`src/rtl/flyby_dma_pkg.sv`:
```
package flyby_dma_pkg;
  typedef enum logic [1:0] {ST_IDLE, ST_REQ, ST_XFER} xfer_state_e;

  localparam logic [1:0] REG_CTL  = 2'd0;
  localparam logic [1:0] REG_PORT = 2'd1;
  localparam logic [1:0] REG_MEM  = 2'd2;
  localparam logic [1:0] REG_CNT  = 2'd3;

  localparam int unsigned CTL_EN   = 0;
  localparam int unsigned CTL_DIR  = 1;
  localparam int unsigned CTL_MASK = 2;
  localparam int unsigned CTL_DONE = 3;
endpackage

```
`src/rtl/flyby_dma_chan.sv`:
```
module flyby_dma_chan
  import flyby_dma_pkg::*;
#(
  parameter int unsigned ADDR_W = 16,
  parameter int unsigned PORT_W = 8,
  parameter int unsigned CNT_W  = 16,
  parameter int unsigned REG_W  = 16
) (
  input  logic              clk_i,
  input  logic              rst_ni,
  input  logic              wr_i,
  input  logic [1:0]        wr_reg_i,
  input  logic [REG_W-1:0]  wdata_i,
  input  logic              step_i,
  output logic              en_o,
  output logic              dir_o,
  output logic              mask_o,
  output logic              done_o,
  output logic [PORT_W-1:0] port_o,
  output logic [ADDR_W-1:0] maddr_o,
  output logic [CNT_W-1:0]  cnt_o,
  output logic              pend_o
);
  logic              en_q, dir_q, mask_q, done_q;
  logic [PORT_W-1:0] port_q;
  logic [ADDR_W-1:0] maddr_q;
  logic [CNT_W-1:0]  cnt_q;

  always_ff @(posedge clk_i or negedge rst_ni) begin
    if (!rst_ni) begin
      en_q    <= 1'b0;
      dir_q   <= 1'b0;
      mask_q  <= 1'b0;
      done_q  <= 1'b0;
      port_q  <= '0;
      maddr_q <= '0;
      cnt_q   <= '0;
    end else if (en_q) begin
      // live channel: programming locked out
      if (cnt_q == '0) begin
        en_q   <= 1'b0;
        done_q <= 1'b1;
      end else if (step_i) begin
        maddr_q <= maddr_q + 1'b1;
        cnt_q   <= cnt_q - 1'b1;
      end
    end else if (wr_i) begin
      case (wr_reg_i)
        REG_CTL: begin
          en_q   <= wdata_i[CTL_EN];
          dir_q  <= wdata_i[CTL_DIR];
          mask_q <= wdata_i[CTL_MASK];
          if (wdata_i[CTL_DONE]) done_q <= 1'b0;
        end
        REG_PORT: port_q  <= wdata_i[PORT_W-1:0];
        REG_MEM:  maddr_q <= wdata_i[ADDR_W-1:0];
        default:  cnt_q   <= wdata_i[CNT_W-1:0];
      endcase
    end
  end

  assign en_o    = en_q;
  assign dir_o   = dir_q;
  assign mask_o  = mask_q;
  assign done_o  = done_q;
  assign port_o  = port_q;
  assign maddr_o = maddr_q;
  assign cnt_o   = cnt_q;
  assign pend_o  = en_q && (cnt_q != '0);
endmodule

```
`src/rtl/flyby_dma_prio.sv`:
```
module flyby_dma_prio #(
  parameter int unsigned NUM_CH = 4,
  localparam int unsigned CH_W  = $clog2(NUM_CH)
) (
  input  logic [NUM_CH-1:0] pend_i,
  output logic              any_o,
  output logic [CH_W-1:0]   idx_o
);
  always_comb begin
    idx_o = '0;
    for (int i = NUM_CH - 1; i >= 0; i--) begin
      if (pend_i[i]) idx_o = CH_W'(i);
    end
  end

  assign any_o = |pend_i;
endmodule

```
`src/rtl/flyby_dma_fsm.sv`:
```
module flyby_dma_fsm
  import flyby_dma_pkg::*;
#(
  parameter int unsigned CH_W = 2
) (
  input  logic            clk_i,
  input  logic            rst_ni,
  input  logic            any_i,
  input  logic [CH_W-1:0] idx_i,
  input  logic            gnt_i,
  output logic            req_o,
  output logic            xfer_o,
  output logic [CH_W-1:0] sel_o
);
  xfer_state_e     state_q;
  logic [CH_W-1:0] sel_q;

  always_ff @(posedge clk_i or negedge rst_ni) begin
    if (!rst_ni) begin
      state_q <= ST_IDLE;
      sel_q   <= '0;
    end else begin
      case (state_q)
        ST_IDLE: if (any_i) begin
          sel_q   <= idx_i;
          state_q <= ST_REQ;
        end
        ST_REQ:  if (gnt_i) state_q <= ST_XFER;
        default: state_q <= ST_IDLE;
      endcase
    end
  end

  assign req_o  = (state_q != ST_IDLE);
  assign xfer_o = (state_q == ST_XFER);
  assign sel_o  = sel_q;
endmodule

```
`src/rtl/flyby_dma_ctrl.sv`:
```
module flyby_dma_ctrl
  import flyby_dma_pkg::*;
#(
  parameter int unsigned NUM_CH = 4,
  parameter int unsigned ADDR_W = 16,
  parameter int unsigned PORT_W = 8,
  parameter int unsigned CNT_W  = 16,
  parameter int unsigned REG_W  = 16,
  localparam int unsigned CH_W  = $clog2(NUM_CH)
) (
  input  logic              clk_i,
  input  logic              rst_ni,
  input  logic              cfg_we_i,
  input  logic [CH_W-1:0]   cfg_ch_i,
  input  logic [1:0]        cfg_reg_i,
  input  logic [REG_W-1:0]  cfg_wdata_i,
  output logic [REG_W-1:0]  cfg_rdata_o,
  output logic              bus_req_o,
  input  logic              bus_gnt_i,
  output logic [ADDR_W-1:0] mem_addr_o,
  output logic [PORT_W-1:0] port_addr_o,
  output logic              mem_rd_o,
  output logic              mem_wr_o,
  output logic              port_rd_o,
  output logic              port_wr_o,
  output logic [CH_W-1:0]   xfer_ch_o,
  output logic [NUM_CH-1:0] chan_en_o,
  output logic [NUM_CH-1:0] chan_done_o,
  output logic              irq_o
);
  logic [NUM_CH-1:0] en, dir, mask, done, pend;
  logic [PORT_W-1:0] port  [NUM_CH];
  logic [ADDR_W-1:0] maddr [NUM_CH];
  logic [CNT_W-1:0]  cnt   [NUM_CH];
  logic              any_pend, xfer;
  logic [CH_W-1:0]   win_idx, sel;

  for (genvar g = 0; g < NUM_CH; g++) begin : g_ch
    flyby_dma_chan #(
      .ADDR_W(ADDR_W), .PORT_W(PORT_W), .CNT_W(CNT_W), .REG_W(REG_W)
    ) u_chan (
      .clk_i   (clk_i),
      .rst_ni  (rst_ni),
      .wr_i    (cfg_we_i && (cfg_ch_i == CH_W'(g))),
      .wr_reg_i(cfg_reg_i),
      .wdata_i (cfg_wdata_i),
      .step_i  (xfer && (sel == CH_W'(g))),
      .en_o    (en[g]),
      .dir_o   (dir[g]),
      .mask_o  (mask[g]),
      .done_o  (done[g]),
      .port_o  (port[g]),
      .maddr_o (maddr[g]),
      .cnt_o   (cnt[g]),
      .pend_o  (pend[g])
    );
  end

  flyby_dma_prio #(.NUM_CH(NUM_CH)) u_prio (
    .pend_i(pend),
    .any_o (any_pend),
    .idx_o (win_idx)
  );

  flyby_dma_fsm #(.CH_W(CH_W)) u_fsm (
    .clk_i (clk_i),
    .rst_ni(rst_ni),
    .any_i (any_pend),
    .idx_i (win_idx),
    .gnt_i (bus_gnt_i),
    .req_o (bus_req_o),
    .xfer_o(xfer),
    .sel_o (sel)
  );

  always_comb begin
    cfg_rdata_o = '0;
    case (cfg_reg_i)
      REG_CTL: begin
        cfg_rdata_o[CTL_EN]   = en[cfg_ch_i];
        cfg_rdata_o[CTL_DIR]  = dir[cfg_ch_i];
        cfg_rdata_o[CTL_MASK] = mask[cfg_ch_i];
        cfg_rdata_o[CTL_DONE] = done[cfg_ch_i];
      end
      REG_PORT: cfg_rdata_o[PORT_W-1:0] = port[cfg_ch_i];
      REG_MEM:  cfg_rdata_o[ADDR_W-1:0] = maddr[cfg_ch_i];
      default:  cfg_rdata_o[CNT_W-1:0]  = cnt[cfg_ch_i];
    endcase
  end

  // fly-by: only addresses and strobes leave the block
  assign mem_addr_o  = xfer ? maddr[sel] : '0;
  assign port_addr_o = xfer ? port[sel]  : '0;
  assign mem_wr_o    = xfer &  dir[sel];
  assign port_rd_o   = xfer &  dir[sel];
  assign mem_rd_o    = xfer & ~dir[sel];
  assign port_wr_o   = xfer & ~dir[sel];
  assign xfer_ch_o   = xfer ? sel : '0;
  assign chan_en_o   = en;
  assign chan_done_o = done;
  assign irq_o       = |(done & mask);
endmodule

```
`config.mk`:
```
export PLATFORM = sky130hd
export DESIGN_NAME = flyby_dma_ctrl
export DESIGN_NICKNAME = d
export VERILOG_FILES = /design/src/rtl/flyby_dma_pkg.sv /design/src/rtl/flyby_dma_chan.sv /design/src/rtl/flyby_dma_prio.sv /design/src/rtl/flyby_dma_fsm.sv /design/src/rtl/flyby_dma_ctrl.sv
export SDC_FILE = /design/constraint.sdc
export NUM_CORES = 1
export LEC_CHECK = 0
export BUFFER_PORTS_ARGS = -buffer_cell sky130_fd_sc_hd__clkbuf_2
export CORE_MARGIN = 5
export CORE_UTILIZATION = 62
export DETAILED_ROUTE_END_ITERATION = 8
export PLACE_DENSITY = 0.8
export SETUP_SLACK_MARGIN = 0.3
export SYNTH_ARGS = -nofsm -noshare
export SYNTH_HDL_FRONTEND = slang
export SYNTH_SLANG_ARGS = --single-unit
```
`constraint.sdc`:
```
create_clock -name clk_i -period 2.5 [get_ports clk_i]
set_input_delay 0.25 -clock clk_i [delete_from_list [all_inputs] [get_ports clk_i]]
set_output_delay 0.25 -clock clk_i [all_outputs]
set_load 0.01 [all_outputs]
```
---- Yosys cells after proc, flatten, opt, wreduce, memory -nomap -nowiden ----
Index checks and enable logic that the tools add are counted.
word-level totals
  register bits after elaboration ......... 180
  input port bits ......................... 24
  output and inout bits ................... 56
  word-level logic and storage cells ...... 246
operators by class
  add/subtract/negate cells ............... 8
  magnitude comparators ................... 4
  eq/ne operators ......................... 28
  mux-type cells .......................... 99
  bitwise gates (word level) .............. 10
  reduce and logical (&&, ||, !) cells .... 67
operators by type and width
  kind                   count
  $mux 16                41
  $bmux 16 s2            3
  $add 16x1->16 const B  4
  $logic_not 16->1       4
  $reduce_bool 16->1     4
  $sub 16x1->16 const B  4
  $reduce_and 4->1       12
  $mux 8                 5
  $reduce_bool 2->1      17
  $bmux 8 s2             2
  $mux 1                 32
  $pmux 4 s3             2
  $reduce_and 3->1       8
  $ne 2x2->1 const B     10
  $ne 2x1->1 const B     8
  $pmux 8 s2             1
  $mux 2                 7
  $eq 2x2->1 const B     6
  $logic_and 1x1->1      12
  $bmux 1 s2             5
  $eq 2x1->1 const B     4
  $logic_not 2->1        4
  $reduce_or 4->1        2
  $ge 3x3->1 const B     2
  other kinds (9)        17

---- Longest topological paths before layout ----
  word-level depth ........................ 6
  mapped depth ............................ 10
  gate-level depth less buffers ........... 7

---- Hierarchy ----
Synthesis repeated with hierarchy kept, for this count alone.
unflattened totals
  cell total of the unflattened synthesis .. 1329
  area, all modules ....................... 12746.0 µm²
by module, submodules not included
  module                               times used  cells each  area an instance (µm²)  sequential area each (µm²)
  flyby_dma_chan (g_ch[1].u_chan ...)  2           279         2544.9                  1101.1
  flyby_dma_chan (g_ch[3].u_chan)      1           275         2580.0                  1101.1
  flyby_dma_chan (g_ch[0].u_chan)      1           288         2539.9                  1101.1
  flyby_dma_ctrl                       1           188         2327.2                  0.0
  flyby_dma_fsm                        1           13          173.9                   100.1
  flyby_dma_prio                       1           7           35.0                    0.0

---- Least setup slack after synthesis ----
Ideal clock, no wire load.
  path kind ............................... register to register
  start ................................... reg g_ch[3].u_chan.cnt_q[0]
  end ..................................... reg g_ch[3].u_chan.cnt_q[12]
  library setup time ...................... 0.126 ns
  arrival time ............................ 1.959 ns
  data required time ...................... 2.374 ns
  setup slack ............................. 0.415 ns
  stages on the path, launching flop included .. 11
  path buffers ............................ 3
  clock period less this slack ............ 2.085 ns
  cells stage by stage .................... dfrtp_1 inv_1 ha_1 nor4b_1 and3_1 clkbuf_1 a31oi_1 buf_2 buf_2 nand4b_1 nand3_1
on the way
  cells in the longest elaborated chain, start to end .. 4
  elaborated cells on any way between the ends .. 7
  those cells by class .................... 1 x add/sub; 1 x eq/ne; 3 x mux; 2 x reduce/logical
ends and longest elaborated chain
  element                 RTL line              text
  start, declared         flyby_dma_chan.sv:27  logic [CNT_W-1:0] cnt_q;
  start signal, assigned  flyby_dma_chan.sv:45  cnt_q <= cnt_q - 1'b1;
  start signal, assigned  flyby_dma_chan.sv:57  default: cnt_q <= wdata_i[CNT_W-1:0];
  $sub 16x1->16           flyby_dma_chan.sv:45
  $mux 16                 flyby_dma_chan.sv:43  end else if (step_i) begin
  $mux 16                 flyby_dma_chan.sv:40  if (cnt_q == '0) begin
  $mux 16                 flyby_dma_chan.sv:38  end else if (en_q) begin
Parallel ways exist; a longest one is shown, timed or not. The select of a mux whose other input is x is not followed.
A chain may end at the register's enable or synchronous reset.

---- Worst setup path after layout ----
  start ................................... reg g_ch[3].u_chan.maddr_q[3]
  end ..................................... out cfg_rdata_o[3]
on the way
  cells in the longest elaborated chain, start to end .. 4
ends and longest elaborated chain
  element                                      RTL line              text
  start, declared                              flyby_dma_chan.sv:26  logic [ADDR_W-1:0] maddr_q;
  start signal, assigned                       flyby_dma_chan.sv:44  maddr_q <= maddr_q + 1'b1;
  start signal, assigned                       flyby_dma_chan.sv:56  REG_MEM: maddr_q <= wdata_i[ADDR_W-1:0];
  $bmux 16 s2                                  flyby_dma_ctrl.sv:86  REG_MEM: cfg_rdata_o[ADDR_W-1:0] = maddr[cfg_ch_i];
  $mux 16 (implied by the code) (2 in series)  flyby_dma_ctrl.sv:86
  $pmux 4 s3                                   flyby_dma_ctrl.sv:78  case (cfg_reg_i)
  end, declared                                flyby_dma_ctrl.sv:17  output logic [REG_W-1:0] cfg_rdata_o,
No other way between the ends. The select of a mux whose other input is x is not followed.

==> flow_summary.json <==
{
  "setup_ws_ns": 0.157,
  "finalSetupTns_ns": 0,
  "firstDrtPassIters": 8,
  "path_cells": "mux4_2 -> mux4_2 -> clkbuf_2",
  "first_iter_violations": 2119,
  "synthTopCellsByCount": "180 x dfrtp_1, 121 x nand2_1, 85 x nor2_1",
  "dp_hpwl_mm": 31.5,
  "setup_viol": 0,
  "antenna_found_initial": 0,
  "initial_core_util": 0.624,
  "slowest_stage": "mux4_2",
  "ios": 80,
  "h-tree-depth": 4,
  "powerDensity_nw_per_um2": 738,
  "routed_wl_mm": 47.7,
  "postRouteAntennaNets": 0,
  "drc_errors": 0,
  "vias": 12900,
  "first_global_vias": 11600,
  "syn2layout_area_growth_pct": 20.5,
  "synth.distinct_cells": 89,
  "dp_slack_ns": 0.155,
  "min_period_over_period": 0.937,
  "grt_max_degree": 63,
  "outcome": "completed",
  "cp_common_cell": "mux4_2",
  "clockBufferDepth": 2,
  "worstMarginPinSlew_ns": 0.853,
  "timing.final.crit_period_ns": 2.34,
  "hold_ws_ns": 0.0170,
  "finalMaxSlewViolations": 0,
  "yosys_warnings": 0,
  "die_h_um": 152,
  "grt_first_pass_wirelength_mm": 69.0,
  "critPathKind": "register to output pin",
  "grt_overflow": 0,
  "cp.required_ns": 2.25,
  "synth.cell_area_um2": 12500,
  "synth_nets": 1337,
  "critPathMaxStageDelay_ns": 0.56,
  "power_uw": 11100,
  "synth_edf_count": 0,
  "synth.avg_cell_area_um2": 9.58,
  "rsz0062_at_grt": "yes",
  "clkLatencyLatePin_ns": 0.45,
  "max-cap-violations": 0,
  "hold_path.class": "input port to register",
  "dieArea_um2": 23100,
  "worstSetupEndpointType": "output pin",
  "cts.sinks": 180,
  "cts_buffers": 17,
  "clkTransAtPathRegs_ns": 0.08,
  "core_um2": 20000,
  "yosysTopAreaCell": "dfrtp_1",
  "fin_nets": 1479,
  "place.gp.congestion": 1.02,
  "ys_async_sr_fraction": 1.00,
  "portBuffers": 79,
  "synth_top_cell_area_share": 0.360,
  "cts-root-buf": "clkbuf_16",
  "max_freq_mhz": 427,
  "num_rows": 52,
  "ys_seq_elements": 180,
  "synth_seq_area_share": 0.360,
  "post_drt_wl_per_cell_um": 27.6,
  "cp.arrival_ns": 2.09,
  "irDropWorstVdd_mv": 0.708,
  "leakagePower_uw": 0.00611,
  "drive_gt1_frac": 0.342,
  "skew_ns": 0.00980,
  "synth_most_common_cell": "dfrtp_1",
  "ys.flop_type": "dfrtp_1",
  "cp_max_fo": 6,
  "synthTopCellsByArea": "dfrtp_1 36%, mux4_2 13%, mux2_2 3.7%, nand2_1 3.6%, a21oi_1 3.4%",
  "synthCells": 1305,
  "cts_tree": "yes",
  "relSlewSlack": 0.431,
  "via_per_inst": 7.46,
  "die_w_um": 152,
  "hold_viol": 0,
  "grt.total_usage": 0.384,
  "start_kind": "register"
}
==> state kept, by name (all words and copies together), names as in the netlist, 4 cells and up <==
name                 flops
g_ch.u_chan.dir_o        4
g_ch.u_chan.maddr_o     64
g_ch.u_chan.port_o      32
g_ch.u_chan.en_o         4
g_ch.u_chan.cnt_o       64
g_ch.u_chan.done_o       4
g_ch.u_chan.mask_o       4
==> worst max-delay path: cells and delay by family (launching register included) <==
kind	cells	cell delay, ns
buffers and inverters	1	0.15
flip-flops	1	0.46
multiplexers	2	1.04
==> cells in the final DEF, fill, tap and decap left out, drive strengths merged, types with 44 or more instances in the layout <==
cell type    n
a21oi       84
nand2      121
nor2        85
nor2b       44
buf        152
o21ai       84
mux4        73
nand3       54
clkbuf      98
dfrtp      180
==> per-stage QoR <==
step	utilization	instance area, um2	cells
3_5_place_dp	0.667	13400	1623
5_1_grt	0.751	15100	1730
4_1_cts	0.718	14400	1692
3_3_place_gp	0.667	13400	1623
6_report	0.752	15100	1731
2_1_floorplan	-	12500	1305
==> cells by family after synthesis <==
group / share of synthesized area
adder cells (fa/ha/maj): 0.00801
multiplexers: 0.179
AO/OA/AOI/OAI: 0.202
buffers and inverters: 0.0511
flip-flops: 0.360
AND/OR/NAND/NOR: 0.199
==> what timing repair did <==
item / 4_1_cts / 5_1_grt
gates resized for setup: 57 / 80
hold endpoints to repair: 57 / 0
setup buffers: 36 / 30
hold buffers: 1 / 0
setup endpoints to repair: 79 / 132
pin swaps: 1 / 19
cloned: 0 / 8
==> power by group <==
part | internal, uW | total [uW] | leakage, uW | switching, uW
clock | 1360 | 2800 | 0.000295 | 1440
sequential | 3390 | 4100 | 0.00219 | 712
combinational | 1970 | 4210 | 0.00363 | 2240
==> final cells by class <==
cell class                 instances  area [um2]
clock inverter                    15         179
antenna                            1        2.50
inverter                          22        82.6
sequential                       180        4560
clock buffer                      17         425
timing repair buffer             235        1750
multi-input combinational        991        7730
fill                            1380        4980
tap                              270         338
==> final timing paths <==
check	startpoint	end	slack (ns)	cells past startpoint
worst min-delay path	bus_gnt_i	u_fsm.state_q[1]	0.02	3
worst min register to register	u_fsm.state_q[1]	u_fsm.state_q[1]	0.51	1
min in group asynchronous	rst_ni	g_ch[1].u_chan.maddr_o[10]	0.36	2
worst max register to register	g_ch[2].u_chan.en_o	g_ch[2].u_chan.maddr_o[3]	0.21	6
max in group asynchronous	rst_ni	g_ch[2].u_chan.maddr_o[14]	1.41	3
worst max-delay path	g_ch[3].u_chan.maddr_o[3]	cfg_rdata_o[3]	0.16	3
==> metal layers <==
layer  track usage  vias up  wire length [um]
li1              -     5329                 -
met4         0.196        0              3440
met3         0.109      267              7540
met1         0.536     6162             16300
met5             0        -                 0
met2         0.552     1153             20500
No activity file was read; power rests on OpenSTA's default activity.
